===== src/rtl/dram_seq_pkg.sv =====
package dram_seq_pkg;

   typedef enum logic [2:0] {
      ST_IDLE = 3'd0,
      ST_PRE  = 3'd1,
      ST_ROW  = 3'd2,
      ST_HOLD = 3'd3,
      ST_COL1 = 3'd4,
      ST_COL2 = 3'd5
   } dseq_state_e;

endpackage


===== src/rtl/dseq_fsm.sv =====
module dseq_fsm
   import dram_seq_pkg::*;
#(
   parameter int RCD_W = 2
) (
   input  logic             clk,
   input  logic             rst_n,
   input  logic             req,
   input  logic [RCD_W-1:0] rcd,
   output logic             accept,
   output dseq_state_e      st,
   output logic             ack
);

   logic [RCD_W-1:0] hold_cnt;

   assign accept = (st == ST_IDLE) && req;

   always_ff @(posedge clk or negedge rst_n) begin
      if (!rst_n) begin
         st       <= ST_IDLE;
         hold_cnt <= '0;
         ack      <= 1'b0;
      end else begin
         ack <= (st == ST_COL2);
         unique case (st)
            ST_IDLE: if (req) st <= ST_PRE;
            ST_PRE:  st <= ST_ROW;
            ST_ROW: begin
               if (rcd == '0) begin
                  st <= ST_COL1;
               end else begin
                  st       <= ST_HOLD;
                  hold_cnt <= {{(RCD_W-1){1'b0}}, 1'b1};
               end
            end
            ST_HOLD: begin
               if (hold_cnt == rcd) st <= ST_COL1;
               else                 hold_cnt <= hold_cnt + 1'b1;
            end
            ST_COL1: st <= ST_COL2;
            ST_COL2: st <= ST_IDLE;
            default: st <= ST_IDLE;
         endcase
      end
   end

endmodule


===== src/rtl/dseq_addr_mux.sv =====
module dseq_addr_mux
   import dram_seq_pkg::*;
#(
   parameter int ROW_W = 8,
   parameter int COL_W = 8,
   parameter int MA_W  = 8
) (
   input  logic [ROW_W+COL_W-1:0] addr_q,
   input  dseq_state_e            st,
   output logic [MA_W-1:0]        ma
);

   logic [MA_W-1:0] row_ext;
   logic [MA_W-1:0] col_ext;

   generate
      if (ROW_W == MA_W) begin : g_row_full
         assign row_ext = addr_q[ROW_W+COL_W-1:COL_W];
      end else begin : g_row_pad
         assign row_ext = {{(MA_W-ROW_W){1'b0}}, addr_q[ROW_W+COL_W-1:COL_W]};
      end
      if (COL_W == MA_W) begin : g_col_full
         assign col_ext = addr_q[COL_W-1:0];
      end else begin : g_col_pad
         assign col_ext = {{(MA_W-COL_W){1'b0}}, addr_q[COL_W-1:0]};
      end
   endgenerate

   always_comb begin
      unique case (st)
         ST_PRE, ST_ROW, ST_HOLD: ma = row_ext;
         ST_COL1, ST_COL2:        ma = col_ext;
         default:                 ma = '0;
      endcase
   end

endmodule


===== src/rtl/dseq_strobes.sv =====
module dseq_strobes
   import dram_seq_pkg::*;
(
   input  logic        clk,
   input  logic        rst_n,
   input  dseq_state_e st,
   input  logic        early_q,
   input  logic        write_q,
   output logic        ras_n,
   output logic        cas_n,
   output logic        we_n,
   output logic        dq_oe
);

   logic ras_mid_q;
   logic ras_on;
   logic col_phase;

   // Half-cycle flag: set at the falling edge inside the row state.
   always_ff @(negedge clk or negedge rst_n) begin
      if (!rst_n) ras_mid_q <= 1'b0;
      else        ras_mid_q <= (st == ST_ROW);
   end

   assign col_phase = (st == ST_COL1) || (st == ST_COL2);
   assign ras_on    = (st == ST_HOLD) || col_phase ||
                      ((st == ST_ROW) && (early_q || ras_mid_q));

   assign ras_n = !ras_on;
   assign cas_n = !(st == ST_COL2);
   assign dq_oe = write_q && col_phase;
   assign we_n  = !(write_q && col_phase);

endmodule


===== src/rtl/dram_access_seq.sv =====
module dram_access_seq
   import dram_seq_pkg::*;
#(
   parameter int ROW_W  = 8,
   parameter int COL_W  = 8,
   parameter int DATA_W = 16,
   localparam int ADDR_W = ROW_W + COL_W,
   localparam int MA_W   = (ROW_W > COL_W) ? ROW_W : COL_W
) (
   input  logic              clk,
   input  logic              rst_n,
   input  logic              req,
   input  logic [ADDR_W-1:0] req_addr,
   input  logic              req_write,
   input  logic [DATA_W-1:0] req_wdata,
   input  logic              cfg_ras_early,
   input  logic [1:0]        cfg_rcd,
   output logic              ack,
   output logic [DATA_W-1:0] rdata,
   output logic [MA_W-1:0]   ma,
   output logic              ras_n,
   output logic              cas_n,
   output logic              we_n,
   output logic              dq_oe,
   output logic [DATA_W-1:0] dq_out,
   input  logic [DATA_W-1:0] dq_in
);

   localparam int RCD_W = 2;

   generate
      if (ROW_W < 1 || COL_W < 1 || DATA_W < 1) begin : g_bad_width
         $error("dram_access_seq: widths must be at least 1");
      end
   endgenerate

   dseq_state_e       st;
   logic              accept;
   logic [ADDR_W-1:0] addr_q;
   logic              write_q;
   logic              early_q;
   logic [RCD_W-1:0]  rcd_q;
   logic [DATA_W-1:0] wdata_q;

   always_ff @(posedge clk or negedge rst_n) begin
      if (!rst_n) begin
         addr_q  <= '0;
         write_q <= 1'b0;
         early_q <= 1'b0;
         rcd_q   <= '0;
         wdata_q <= '0;
         rdata   <= '0;
      end else begin
         if (accept) begin
            addr_q  <= req_addr;
            write_q <= req_write;
            early_q <= cfg_ras_early;
            rcd_q   <= cfg_rcd;
            wdata_q <= req_wdata;
         end
         if (st == ST_COL2 && !write_q) rdata <= dq_in;
      end
   end

   assign dq_out = wdata_q;

   dseq_fsm #(.RCD_W(RCD_W)) u_fsm (
      .clk    (clk),
      .rst_n  (rst_n),
      .req    (req),
      .rcd    (rcd_q),
      .accept (accept),
      .st     (st),
      .ack    (ack)
   );

   dseq_addr_mux #(.ROW_W(ROW_W), .COL_W(COL_W), .MA_W(MA_W)) u_mux (
      .addr_q (addr_q),
      .st     (st),
      .ma     (ma)
   );

   dseq_strobes u_strobes (
      .clk     (clk),
      .rst_n   (rst_n),
      .st      (st),
      .early_q (early_q),
      .write_q (write_q),
      .ras_n   (ras_n),
      .cas_n   (cas_n),
      .we_n    (we_n),
      .dq_oe   (dq_oe)
   );

endmodule


===== config.mk =====
export PLATFORM = sky130hd
export DESIGN_NAME = dram_access_seq
export DESIGN_NICKNAME = d
export VERILOG_FILES = /design/src/rtl/dram_seq_pkg.sv /design/src/rtl/dseq_fsm.sv /design/src/rtl/dseq_addr_mux.sv /design/src/rtl/dseq_strobes.sv /design/src/rtl/dram_access_seq.sv
export SDC_FILE = /design/constraint.sdc
export NUM_CORES = 1
export LEC_CHECK = 0
export BUFFER_PORTS_ARGS = -buffer_cell sky130_fd_sc_hd__clkbuf_2
export CAP_MARGIN = 20
export CORE_ASPECT_RATIO = 1.5
export CORE_UTILIZATION = 48
export DETAILED_ROUTE_END_ITERATION = 8
export PLACE_DENSITY = 0.88
export REMOVE_ABC_BUFFERS = 1
export SYNTH_ARGS = -nofsm -noshare
export SYNTH_HDL_FRONTEND = slang
export SYNTH_SLANG_ARGS = --single-unit

===== constraint.sdc =====
create_clock -name clk -period 1.8 [get_ports clk]
set_input_delay 0.45 -clock clk [delete_from_list [all_inputs] [get_ports clk]]
set_output_delay 0.45 -clock clk [all_outputs]
set_load 0.01 [all_outputs]

==> metrics.cfg <==
[route]
drc_marker_count_from_the_first_detailed_route_iteration = 61
wl_final_microns = 5653
post_drt_via_cell_ratio = 5.145
drc = 0
ant_nets = 0
routed_wire_length_per_instance_microns = 15.79
via_count = 1842
firstDrtPassIters = 4

[power_and_ir_drop]
powerDensity_mw_per_mm2 = 1829
p_leak_uw = 0.001735
ir_worst_vdd_mv = 1.099

[yosys]
synth-compound-area-share_pct = 6.970
mappedNetlistArea_sq_mm = 0.002477
yosys.area_share.adder_pct = 0
synth_top_family_by_area = multiplexers
portion_of_the_post_synthesis_area_used_by_sequential_elements_pct = 59.60
syn-instance-count = 168
yosys_warnings = 0
synth_seq_cells = 59
synth_enable_flop_cells = 0
synth_flop_cell = dfrtp_1
ys_types = 32
synth_mux_area_share_pct = 23.64
synth_xor_area_share_pct = 0.7071
postSynth.asyncResetShare_pct = 100.0
post_synth_and_or_nand_nor_area_fraction_pct = 5.253
avgSynthCellArea_sq_um = 14.75

[finish]
final_layout_size_suffix_gt1_share_pct = 66.44
ff_latch_area_sq_mm = 0.001479
layout.cells.non_filler = 358
multi_input_gate_area_sq_um = 952.2
antennaDiodeCount = 0
n_fill_cell = 360
syn2layout_area_growth_pct = 39.39
nNetsFinal = 342

[floorplanning]
num_rows = 31
die_h_microns = 89.99
initial_utilization_pct = 50.69
die_width_microns = 60.66
design.portCount = 100
core_sq_mm = 0.004887
full_die_area_sq_mm = 0.005458

[timing]
timing.slew.headroom_pct = 52.83
post_route_worst_setup_slack_ns = -0.7473
report.final.setup_viol = 9
tightestPinTransition_ns = 0.7075
timing.final.hold_violations = 0
fin_skew_ns = 0.007880
tns_ns = -1.331
timing_max_transition_violations_final = 0
setup_repair_after_global_routing_missed_its_margin = true

[outcome]
violations = setup timing
outcome = finished, violations left

[clocking]
cts_tree = yes
insertion_delay_ns = 0.33
numCtsBuffers = 9
clk_pin_slew_worst_setup_hold_paths_ns = 0.06
maximum_root_to_sink_buffer_count = 2
cts.htree.levels = 3
post_cts_hold_buffers = 0
ctsRootBufferMaster = clkbuf_8
tritoncts_num_sinks = 59

[setup_path]
regToRegSetupSlack_ns = 0.02
timing.setup.critical_path_class = reg -> out
setup.worst_path.end_class = primary output
critPathArrivalTime_ns = 2.10
maximum_fanout_encountered_on_the_critical_timing_path = 1
required_ns = 1.35
crit_path_start_kind = register

[global_route]
antenna_found_initial = 0
grt_pass1_vias = 1925
grt_first_pass_wirelength_microns = 8776
grt_use_total_pct = 22.41
gr_overflow_total = 0
grt_max_degree = 59

[min_path]
hp-class = in -> async

[place]
numPortBuffers = 99
dp_slack_ns = -0.4831
globalplace.congestion = 0.7763
hpwlAfterDp_microns = 3824
dp.cells = 336

[run]
max-cap-violations = 0

[critical path, cell delays in order, from the launching register on]
cell     delay (ns)
dfrtn_1        0.32
or3_1          0.30
a21oi_1        0.12
buf_2          0.14
[cells in the mapped netlist, types with 2 or more instances]
cell	count	area (sq um)
dfrtp_1	58	1451
mux2_2	50	563.0
mux2_1	2	22.52
a221oi_1	2	17.52
xor2_1	2	17.52
o21ai_0	4	20.02
inv_1	4	15.01
nor2b_1	4	25.02
clkbuf_1	3	11.26
a22o_1	9	78.83
buf_6	5	56.30
a21oi_1	3	15.01
nor2_1	3	11.26
[per-layer routing]
| layer | routed length, microns | vias up | track usage (%) |
|---|---|---|---|
| li1 | - | 839 | - |
| met3 | 287 | 16 | 7.338 |
| met5 | 0 | - | 0 |
| met2 | 3184 | 66 | 37.36 |
| met4 | 168 | 0 | 13.45 |
| met1 | 2013 | 921 | 23.31 |
[cell families after synthesis]
| kind of cell | count (synthesis) |
|---|---|
| AO/OA/AOI/OAI | 23 |
| XOR/XNOR | 2 |
| buffers and inverters | 14 |
| flip-flops | 59 |
| multiplexers | 52 |
| AND/OR/NAND/NOR | 18 |
[state kept, by name, summed over array words and instances (netlist names)]
signal               count
dq_out                  16
addr_q                  16
rcd_q                    2
u_strobes.ras_mid_q      1
rdata                   16
u_fsm.hold_cnt           2
early_q                  1
u_fsm.st                 3
u_fsm.ack                1
write_q                  1
[report_power, final]
part | switching (uW) | internal [uW]
Clock | 486 | 713
Sequential | 459 | 1990
Combinational | 1180 | 1490
[per-stage QoR]
step                total power, uW  hold WS [ns]  utilization (%)  area, sq um
finish                         6315        0.2962            70.66         3453
global route                   6710        0.3229            70.66         3453
CTS                            6221        0.3133            68.89         3367
detailed placement             4885        0.4888            63.39         3098
global placement               4751        0.4724            63.39         3098
floorplan                      3800        0.1544                -         2397
[worst paths after layout]
check / startpoint / endpoint / cells after the start
max: u_strobes.ras_mid_q / ras_n / 3
min: rst_n / addr_q[1] / 2
max reg2reg: u_fsm.st[1] / u_strobes.ras_mid_q / 2
min reg2reg: dq_out[11] / dq_out[11] / 1
max in group asynchronous: rst_n / u_strobes.ras_mid_q / 1
min in group clk: req_wdata[10] / dq_out[10] / 2
[timing repair]
action | CTS | global route
gates resized for setup | 13 | 22
gates cloned | 1 | 1
buffers inserted | 2 | 2
endpoints found under the setup margin | 11 | 46
pin swaps | 3 | 7
[cells in the final DEF, fill, tap and decap left out, types with 2 or more instances in the layout]
| master | n |
|---|---|
| clkbuf_2 | 89 |
| dfrtp_1 | 56 |
| mux2_2 | 50 |
| clkbuf_8 | 11 |
| buf_4 | 11 |
| a22o_1 | 9 |
| buf_6 | 8 |
| buf_2 | 7 |
| o21ai_0 | 4 |
| inv_1 | 3 |
| a21oi_1 | 3 |
| nor2b_4 | 2 |
| nor2_4 | 2 |
| xor2_1 | 2 |
| a221oi_1 | 2 |
| nor2b_1 | 2 |
| mux2_1 | 2 |
| clkinv_2 | 2 |
| buf_12 | 2 |
| dfrtp_2 | 2 |
[area by class of cell]
| class | instances | share of cell area (%) |
|---|---|---|
| multi-input combinational | 95 | 27.57 |
| clock buffer | 12 | 4.493 |
| tap | 66 | 2.391 |
| clock inverter | 4 | 1.413 |
| timing repair buffer | 118 | 20.80 |
| inverter | 4 | 0.5072 |
| sequential | 59 | 42.83 |
(Power assumes the default switching activity.)
